$ cat src/rtl/refpfd_pkg.sv
package refpfd_pkg;

    // Widths and limits of the datapath
    parameter int REF_R_W  = 11;
    parameter int PERR_W   = 12;
    parameter int R_MIN    = 3;

    typedef logic [REF_R_W-1:0] rval_t;
    typedef logic [PERR_W-1:0]  perr_t;

    // State of the two detector flip-flops
    typedef struct packed {
        logic up;
        logic dn;
    } pfd_flags_t;

    // Result of one finished comparison
    typedef struct packed {
        logic  valid;
        perr_t err;
    } cmp_result_t;

    // Ratios below the minimum run at the minimum
    function automatic rval_t clamp_ratio(rval_t r);
        return (r < rval_t'(R_MIN)) ? rval_t'(R_MIN) : r;
    endfunction

    // Error counter stops at its top value
    function automatic perr_t sat_inc(perr_t e);
        return (e == {PERR_W{1'b1}}) ? e : e + perr_t'(1);
    endfunction

endpackage

$ cat src/rtl/refpfd_rdiv.sv
module refpfd_rdiv
    import refpfd_pkg::*;
(
    input  logic  clk,
    input  logic  rst,
    input  rval_t r_val,
    output logic  tc,
    output rval_t r_cur
);

    rval_t cnt_q;
    rval_t ratio_q;

    assign tc    = (cnt_q == ratio_q - rval_t'(1));
    assign r_cur = ratio_q;

    // The ratio is reloaded only at terminal count: no shortened period
    always_ff @(posedge clk) begin
        if (rst) begin
            cnt_q   <= '0;
            ratio_q <= clamp_ratio(r_val);
        end else if (tc) begin
            cnt_q   <= '0;
            ratio_q <= clamp_ratio(r_val);
        end else begin
            cnt_q   <= cnt_q + rval_t'(1);
        end
    end

endmodule

$ cat src/rtl/refpfd_halve.sv
module refpfd_halve (
    input  logic clk,
    input  logic rst,
    input  logic tc,
    output logic ref_pulse
);

    logic phase_q;
    logic pulse_q;

    always_ff @(posedge clk) begin
        if (rst) begin
            phase_q <= 1'b0;
            pulse_q <= 1'b0;
        end else begin
            if (tc) begin
                phase_q <= ~phase_q;
            end
            pulse_q <= tc & phase_q;
        end
    end

    assign ref_pulse = pulse_q;

endmodule

$ cat src/rtl/refpfd_pfd.sv
module refpfd_pfd
    import refpfd_pkg::*;
(
    input  logic        clk,
    input  logic        rst,
    input  logic        ref_evt,
    input  logic        vco_evt,
    output pfd_flags_t  flags,
    output cmp_result_t result
);

    pfd_flags_t  flags_q;
    perr_t       span_q;
    cmp_result_t res_q;

    logic  want_up;
    logic  want_dn;
    logic  finish;
    logic  active;
    perr_t err_now;

    always_comb begin
        active  = flags_q.up | flags_q.dn;
        want_up = ref_evt | flags_q.up;
        want_dn = vco_evt | flags_q.dn;
        finish  = want_up & want_dn;
        err_now = active ? sat_inc(span_q) : '0;
    end

    always_ff @(posedge clk) begin
        if (rst) begin
            flags_q <= '0;
            span_q  <= '0;
            res_q   <= '0;
        end else begin
            res_q.valid <= finish;
            res_q.err   <= err_now;
            if (finish) begin
                // Both flip-flops would be set: clear them together
                flags_q <= '0;
                span_q  <= '0;
            end else begin
                flags_q.up <= want_up;
                flags_q.dn <= want_dn;
                span_q     <= active ? sat_inc(span_q) : '0;
            end
        end
    end

    assign flags  = flags_q;
    assign result = res_q;

endmodule

$ cat src/rtl/refpfd_lockwin.sv
module refpfd_lockwin
    import refpfd_pkg::*;
(
    input  logic        clk,
    input  logic        rst,
    input  pfd_flags_t  flags,
    input  cmp_result_t result,
    input  perr_t       win,
    output logic        drive,
    output logic        level,
    output logic        locked
);

    logic locked_q;

    always_ff @(posedge clk) begin
        if (rst) begin
            locked_q <= 1'b0;
        end else if (result.valid) begin
            locked_q <= (result.err <= win);
        end
    end

    always_comb begin
        drive  = (flags.up | flags.dn) & ~locked_q;
        level  = flags.up;
        locked = locked_q;
    end

endmodule

$ cat src/rtl/refdiv_pfd.sv
module refdiv_pfd
    import refpfd_pkg::*;
(
    input  logic                clk,
    input  logic                rst,
    input  logic [REF_R_W-1:0]  r_val,
    input  logic [PERR_W-1:0]   win_cycles,
    input  logic                vco_pulse,
    output logic                ref_out,
    output logic                pd_drive,
    output logic                pd_level,
    output logic                lock_pull
);

    logic        r_tc;
    rval_t       r_cur;
    logic        ref_q;
    pfd_flags_t  flags;
    cmp_result_t result;
    logic        up_act;
    logic        dn_act;
    logic        cmp_valid;

    refpfd_rdiv i_rdiv (
        .clk   (clk),
        .rst   (rst),
        .r_val (r_val),
        .tc    (r_tc),
        .r_cur (r_cur)
    );

    refpfd_halve i_halve (
        .clk       (clk),
        .rst       (rst),
        .tc        (r_tc),
        .ref_pulse (ref_q)
    );

    refpfd_pfd i_pfd (
        .clk     (clk),
        .rst     (rst),
        .ref_evt (ref_q),
        .vco_evt (vco_pulse),
        .flags   (flags),
        .result  (result)
    );

    refpfd_lockwin i_lock (
        .clk    (clk),
        .rst    (rst),
        .flags  (flags),
        .result (result),
        .win    (win_cycles),
        .drive  (pd_drive),
        .level  (pd_level),
        .locked (lock_pull)
    );

    assign ref_out   = ref_q;
    assign up_act    = flags.up;
    assign dn_act    = flags.dn;
    assign cmp_valid = result.valid;

endmodule

$ cat config.mk
export PLATFORM = sky130hd
export DESIGN_NAME = refdiv_pfd
export DESIGN_NICKNAME = d
export VERILOG_FILES = /design/src/rtl/refpfd_pkg.sv /design/src/rtl/refpfd_rdiv.sv /design/src/rtl/refpfd_halve.sv /design/src/rtl/refpfd_pfd.sv /design/src/rtl/refpfd_lockwin.sv /design/src/rtl/refdiv_pfd.sv
export SDC_FILE = /design/constraint.sdc
export NUM_CORES = 1
export LEC_CHECK = 0
export ABC_AREA = 0
export BUFFER_PORTS_ARGS = -buffer_cell sky130_fd_sc_hd__buf_2
export CAP_MARGIN = 0
export CORE_MARGIN = 1
export CORE_UTILIZATION = 32
export DETAILED_ROUTE_END_ITERATION = 12
export SYNTH_ARGS = -nofsm -noshare
export SYNTH_HDL_FRONTEND = slang
export SYNTH_HIERARCHICAL = 1
export SYNTH_SLANG_ARGS = --single-unit
$ cat constraint.sdc
create_clock -name clk -period 8 [get_ports clk]
set_input_delay 0.4 -clock clk [delete_from_list [all_inputs] [get_ports clk]]
set_output_delay 0.4 -clock clk [all_outputs]
set_load 0.05 [all_outputs]
Word-level counts from Yosys, hierarchy flattened
Cells that the tools add are included.

storage, ports and cells
  bits in writable memories = 0
  input bits = 26
  output and inout port bits = 4
  memories = 0
  bits in latches = 0
  word-level logic and storage cells = 33
  register bits = 52
  bits in read-only memories = 0

cells by class
  bitwise operators = 8
  $lt $le $gt $ge = 2
  muxes and demuxes = 5
  multipliers = 0
  eq/ne operators = 2
  reductions and logical operators = 3
  div/mod/pow operators = 0
  $add $sub $neg = 3
  shift operators = 0

operator list
  kind                                                                   number
  11-bit two-way mux                                                     3
  12-bit two-way mux                                                     2
  12-bit by 1-bit adder with 12-bit output, second input constant        1
  12-bit == test, second input constant                                  1
  12-bit less-or-equal comparator                                        1
  11-bit by 1-bit adder with 11-bit output, second input constant        1
  11-bit == test                                                         1
  11-bit by 2-bit < comparator with 1-bit output, second input constant  1
  11-bit by 1-bit subtractor with 11-bit output, second input constant   1
  2-bit OR reduction                                                     2
  1-bit bitwise AND                                                      3
  1-bit OR                                                               3
  1-bit NOT                                                              2
  2-bit nonzero test                                                     1

Longest topological paths before layout
Gate-level depths: netlist of run 1.

  depth in word-level cells = 4
  mapped depth = 10
  depth with buffers taken out = 9

Modules after synthesis
The synthesis of run 1 kept the hierarchy.

by module, submodules not included
  module          cells each  times used  sequential area each (um2)  area an instance (um2)
  refpfd_rdiv     133         1           550.5                       1,315.0
  refpfd_pfd      107         1           540.5                       1,049.8
  refpfd_lockwin  48          1           20.0                        366.6
  refpfd_halve    6           1           40.0                        60.1

Worst setup path after synthesis of run 1
Ideal clock, no wire load.

  path type = register -> register
  from = reg i_rdiv.ratio_q[3], in the netlist i_rdiv/r_cur[3]
  to = reg i_rdiv.ratio_q[0], in the netlist i_rdiv/r_cur[0], enable pin
  cell stages (with the launch flop) = 8
  arrival time = 2.388 ns
  clock period less this slack = 2.729 ns
  path slack = 5.271 ns
  data required time = 7.659 ns
  setup time = 0.341 ns
  cell sequence = edfxtp_1 -> buf_6 -> or4_4 -> maj3_2 -> or3_4 -> a32oi_4 -> buf_6 -> a21o_1

on the way
  cells in the longest elaborated chain, start to end = 3

ends and longest elaborated chain
  item                                           line               text
  start, declared                                refpfd_rdiv.sv:12  rval_t ratio_q;
  start signal, assigned                         refpfd_rdiv.sv:21  ratio_q <= clamp_ratio(r_val);
  start signal, assigned                         refpfd_rdiv.sv:24  ratio_q <= clamp_ratio(r_val);
  11-bit by 1-bit subtractor with 11-bit output  refpfd_rdiv.sv:14  assign tc = (cnt_q == ratio_q - rval_t'(1));
  11-bit == test                                 refpfd_rdiv.sv:14
  2-bit nonzero test (no source line)            -

No other way between the ends.
A chain may end at the register's enable or synchronous reset.

Final worst setup path of run 1
  from = reg i_rdiv.ratio_q[3], in the netlist i_rdiv/r_cur[3]
  to = reg i_rdiv.ratio_q[8], in the netlist i_rdiv/r_cur[8], enable pin

Same word-level chain as after synthesis.

==> impl_metrics.env, run 1 <==
export IMPL_status="completed"
export IMPL_drc=0
export IMPL_cp_required_ps=7960
export IMPL_period_minus_slack_ps=3260
export IMPL_r2r_start="i_rdiv/r_cur[3]"
export IMPL_finalNetCount=354
export IMPL_synth_cells=294
export IMPL_start_util_pct=33.5
export IMPL_rsz0062_at_grt="no"
export IMPL_p_seq_share_pct=59.1
export IMPL_netlist_cell_type_count=57
export IMPL_yosysTopAreaCell="dfxtp_1"
export IMPL_slew_headroom_pct=24.2
export IMPL_synthFlopType="dfxtp_1"
export IMPL_synthTopCellsByArea="dfxtp_1, edfxtp_1, ha_1, nor2_1, xnor2_1"
export IMPL_met2_usage_pct=19.3
export IMPL_avgSynthCellArea_um2=9.49
export IMPL_h_tree_depth=2
export IMPL_hold_viol=0
export IMPL_min_to="i_pfd/flags[1]"
export IMPL_cp_max_fo=13
export IMPL_busiest_layer="met2"
export IMPL_setup_violations=0
export IMPL_diodes=0
export IMPL_switching_power_mw=0.119
export IMPL_ys_seq_area_share_pct=41.2
export IMPL_port_buffers=29
export IMPL_numCtsBuffers=5
export IMPL_path_class="flip-flop to flip-flop"
export IMPL_vias_per_cell=4.98
export IMPL_clkPwrFrac_pct=32.8
export IMPL_rr_worst_depth=5
export IMPL_hold_class="primary input to flip-flop"
export IMPL_finalCritPeriodShare_pct=40.8
export IMPL_clkLatencyLatePin_ps=300
export IMPL_coreArea_um2=8340
export IMPL_grt_max_degree=20
export IMPL_antenna_left=0
export IMPL_pin_count=30
export IMPL_critPathBufInv=0
export IMPL_synth_most_common_cell="dfxtp_1"
export IMPL_cts_max_path_buffers=2
export IMPL_critPathCaptureType="flip-flop"
export IMPL_fin_util_pct=37.0
export IMPL_antenna_found_initial=0
export IMPL_slowest_delay_ps=930
export IMPL_grt_overflow=0
export IMPL_cts_sinks=52
export IMPL_vdd_ir_drop_worst_mv=0.0557
export IMPL_drt_pass1_iter_count=4
export IMPL_holdCritStartpoint="vco_pulse"
export IMPL_syn_area_um2=2790
export IMPL_worst_ep_arrival_time_ps=3220
export IMPL_grt_total_usage_pct=12.3
export IMPL_cts_tree="built"
export IMPL_synth_edf_count=11
export IMPL_grt_pass1_vias=1933
export IMPL_final_setup_tns_ps=0
export IMPL_synth_seq_cells=52
export IMPL_cp_startpoint="i_rdiv/r_cur[3]"
export IMPL_crit_chain="or4_4 > nor4_1 > xnor2_1 > nor4b_2 > a21o_1"
export IMPL_critical_path_top_delay_family="simple AND/OR/NAND/NOR gates"
export IMPL_row_count=33
export IMPL_wl_per_cell_um=12.3
export IMPL_fp_dieW_um=95.4
export IMPL_cts_resized=0
export IMPL_syn_num_nets=335
export IMPL_synth_top_area_share_pct=29.4
export IMPL_place_gp_congestion=0.798
export IMPL_drt_iter0_drc=108
export IMPL_yosysWarnings=6
export IMPL_fillers=854
export IMPL_cts_setup_buffers=0
export IMPL_via_count=2085
export IMPL_leakagePower_nw=1.20
export IMPL_drive_gt1_share_pct=16.9
export IMPL_grt_first_pass_wirelength_mm=8.77
export IMPL_cap_viol_max_count=0
export IMPL_holdPathStages=2
export IMPL_dieArea_um2=9100
export IMPL_holdBufCountCts=0
export IMPL_hpwl_mm=4.03
export IMPL_wl_mm=5.17
export IMPL_cts_root_buf="clkbuf_8"
export IMPL_tightest_slew_ps=1130
export IMPL_cp_start_kind="flip-flop"
export IMPL_ys_async_sr_fraction_pct=0
export IMPL_maxSlewViolCount=0
export IMPL_use_met3_pct=2.07
export IMPL_power_internal_mw=0.356
export IMPL_r2r_end="i_rdiv/r_cur[8]"
export IMPL_finalClockSkew_ps=8.42
export IMPL_powerDensity_nw_per_um2=154
export IMPL_p_sw_share_pct=25.0
export IMPL_synthTopCellsByCount="dfxtp_1, nor2_1, inv_1"
export IMPL_met1_usage_pct=17.0
export IMPL_path_clk_slew_ps=100
export IMPL_max_freq_mhz=307
export IMPL_pwr_share_comb_pct=8.1
export IMPL_die_y_um=95.4
export IMPL_cp_slowest_cell="nor4b_2"
export IMPL_area_delta_synth_final_pct=10.6
export IMPL_reg2reg_slack_ps=4740
-- cells by family after synthesis --
family          share of synthesized area, %
buf+inv                                 5.69
xor+xnor                                7.22
flops                                   41.2
fa+ha+maj                               7.13
mux                                     2.15
compound gates                          13.4
simple gates                            23.2
-- layer usage --
layer	part of all wire [%]	vias to the layer above	wire length, µm
li1	-	1087	-
met1	51	951	2630
met2	44	45	2300
met3	3.9	2	200
met4	0.75	0	39
met5	0	-	0
-- layout by cell type (no fill, tap or decap), types with 11 or more instances in the layout --
| cell type | n |
|---|---|
| xor2_1 | 11 |
| nor2_1 | 32 |
| buf_2 | 29 |
| dfxtp_1 | 41 |
| ha_1 | 15 |
| a211oi_1 | 12 |
| inv_1 | 18 |
| nand2_1 | 14 |
| xnor2_1 | 12 |
| edfxtp_1 | 11 |
-- flip-flops by register name (all words and copies together) (netlist names) --
signal,cells
i_halve/phase_q,1
i_rdiv/cnt_q,11
i_rdiv/r_cur,11
i_halve/ref_pulse,1
i_pfd/result,13
i_lock/locked,1
i_pfd/span_q,12
i_pfd/flags,2
-- final cells by class --
class	count	area (µm²)	area share, %
Clock inverter	3	27.5	0.891
Timing Repair Buffer	31	160	5.19
Inverter	18	67.6	2.19
Clock buffer	5	68.8	2.23
Tap cell	105	131	4.25
Sequential cell	52	1150	37.3
Multi-Input combinational cell	205	1480	48.0
-- per-stage QoR --
step	power, mW	hold WS, ps	worst slack (ps)	cell area, µm²	instances
after detailed placement	0.325	436	4790	2990	411
after CTS	0.483	265	4770	3090	419
final	0.474	280	4740	3090	419
after global placement	0.324	438	4880	2990	411
after global routing	0.500	261	4450	3090	419
after floorplan	0.312	422	5270	2790	294
-- power by group through the flow --
stage,Sequential [mW],Combinational (mW),Clock [mW]
2_1_floorplan,0.284,0.0287,0
3_3_place_gp,0.286,0.0379,0
3_5_place_dp,0.286,0.0386,0
4_1_cts,0.280,0.0389,0.163
5_1_grt,0.282,0.0437,0.175
6_report,0.280,0.0384,0.155
-- worst max path at each step --
| stage | to | cells after the start |
|---|---|---|
| after floorplan | i_rdiv/r_cur[0] | 7 |
| after global placement | i_rdiv/r_cur[9] | 5 |
| after detailed placement | i_rdiv/r_cur[7] | 5 |
| after CTS | i_rdiv/r_cur[7] | 5 |
| after global routing | i_rdiv/r_cur[8] | 5 |
| final | i_rdiv/r_cur[8] | 5 |
No activity file was read; power rests on OpenSTA's default activity.
==> run 2, diff against run 1 <==
==> constraint.sdc (replaced) <==
create_clock -name clk -period 3.3 [get_ports clk]
set_input_delay 0.165 -clock clk [delete_from_list [all_inputs] [get_ports clk]]
set_output_delay 0.165 -clock clk [all_outputs]
set_load 0.05 [all_outputs]
==> run 2 against run 1 <==
  * Register-to-register slack got worse by 4200 ps
  * Cell count rose by 0.48%
  * Non-clock buffer count rose by 2
  * Clock-buffer cell count rose by 1
  * Flip-flop and latch count did not move
  * Critical path depth did not move
  * Sequential power rose by 140%
  * Total power rose by 140%
  * Cell area rose by 0.49%
  * Worst hold slack got worse by 230 ps
  * Die area did not move
  * Largest cell class unchanged
  * Largest power group unchanged
  * Highest routed layer unchanged
==> impl_metrics.env, run 2 (same netlist as run 1, synthesis figures left out) <==
export IMPL_holdBufCountCts=0
export IMPL_fin_cells=421
export IMPL_finalClockSkew_ps=5.90
export IMPL_cts_setup_buffers=0
export IMPL_wl_mm=5.06
export IMPL_slew_headroom_pct=50.8
export IMPL_mostFrequentLayoutCells="dfxtp_1, nor2_1, buf_2"
export IMPL_period_minus_slack_ps=2760
export IMPL_finalNetCount=356
export IMPL_drt_pass1_iter_count=4
export IMPL_tightest_slew_ps=732
export IMPL_cp_required_ps=3260
export IMPL_maxSlewViolCount=0
export IMPL_cap_viol_max_count=0
export IMPL_slowest_delay_ps=590
export IMPL_finalPower_mw=1.16
export IMPL_antenna_found_initial=0
export IMPL_port_buffers=29
export IMPL_cts_root_buf="clkbuf_8"
export IMPL_largest_register="i_pfd/result"
export IMPL_clkLatencyLatePin_ps=300
export IMPL_dpl_cell_area_um2=3010
export IMPL_critPathBufInv=0
export IMPL_powerDensity_nw_per_um2=372
export IMPL_cp_slowest_cell="or4_4"
export IMPL_cp_start_kind="flip-flop"
export IMPL_cts_resized=0
export IMPL_grt_pass1_vias=1856
export IMPL_top_regs="i_pfd/result x13, i_pfd/span_q x12"
export IMPL_hold_ws_ps=49.9
export IMPL_rsz0062_at_grt="no"
export IMPL_pin_count=30
export IMPL_fp_dieW_um=95.4
export IMPL_design_area_um2=3100
export IMPL_max_freq_mhz=362
export IMPL_cts_tree="built"
export IMPL_status="completed"
export IMPL_drive_gt1_share_pct=17.4
export IMPL_setup_violations=0
export IMPL_die_y_um=95.4
export IMPL_path_class="flip-flop to flip-flop"
export IMPL_crit_chain="or4_4 > maj3_2 > or3_4 > a32oi_4 > a21o_1"
export IMPL_area_delta_synth_final_pct=11.2
export IMPL_final_setup_tns_ps=0
export IMPL_grt_first_pass_wirelength_mm=8.69
export IMPL_worst_slack_ps=541
export IMPL_row_count=33
export IMPL_grt_max_degree=20
export IMPL_cts_sinks=52
export IMPL_leakagePower_nw=1.22
export IMPL_largest_register_ffs=13
export IMPL_fin_util_pct=37.2
export IMPL_cp_max_fo=11
export IMPL_grt_total_usage_pct=12.0
export IMPL_drc=0
export IMPL_worst_ep_arrival_time_ps=2710
export IMPL_vdd_ir_drop_worst_mv=0.152
export IMPL_via_count=2063
export IMPL_vias_per_cell=4.90
export IMPL_cts_max_path_buffers=2
export IMPL_diodes=0
export IMPL_hold_class="primary input to flip-flop"
export IMPL_start_util_pct=33.5
export IMPL_coreArea_um2=8340
export IMPL_dieArea_um2=9100
export IMPL_grt_overflow=0
export IMPL_finalCritPeriodShare_pct=83.6
export IMPL_mostFrequentLayoutCell="dfxtp_1"
export IMPL_h_tree_depth=2
export IMPL_drt_iter0_drc=76
export IMPL_fillers=845
export IMPL_wl_per_cell_um=12.0
export IMPL_critical_path_top_delay_family="simple AND/OR/NAND/NOR gates"
export IMPL_numCtsBuffers=5
export IMPL_path_clk_slew_ps=90
export IMPL_dp_cells=413
export IMPL_hpwl_mm=3.92
export IMPL_place_gp_congestion=0.798
export IMPL_critPathCaptureType="flip-flop"
export IMPL_antenna_left=0
export IMPL_place_ws_ps=547
export IMPL_hold_viol=0
==> run 2: where the power goes <==
group / internal, mW / leakage [nW] / total [mW] / switching (mW)
clock network: 0.171 / 0.0477 / 0.383 / 0.212
logic: 0.0434 / 0.730 / 0.0931 / 0.0497
registers: 0.663 / 0.439 / 0.680 / 0.0165
==> run 2: metal layers <==
layer	vias to the layer above	global-route usage, %	wire length [µm]
met2	37	18.7	2230
li1	1087	-	-
met1	934	17.0	2570
met4	0	3.73	55
met3	5	1.91	195
met5	-	0	0
==> run 2: path summary, 6_finish.rpt <==
path                         from                end  slack, ps  cells past startpoint
setup reg to reg  i_rdiv/r_cur[3]    i_rdiv/r_cur[2]        540                      5
hold reg to reg   i_halve/phase_q  i_halve/ref_pulse        450                      2
hold / removal           r_val[8]    i_rdiv/r_cur[8]         50                      1
setup / recovery  i_rdiv/r_cur[3]    i_rdiv/r_cur[2]        540                      5
==> run 2: cell type report <==
type,count,area (µm²),area share (%)
clock inverters,2,13.8,0.444
well taps,105,131,4.23
inverters,18,67.6,2.18
multi-input cells,205,1480,47.7
flip-flops and latches,52,1150,37.1
repair buffers,33,175,5.65
clock buffers,6,82.6,2.66
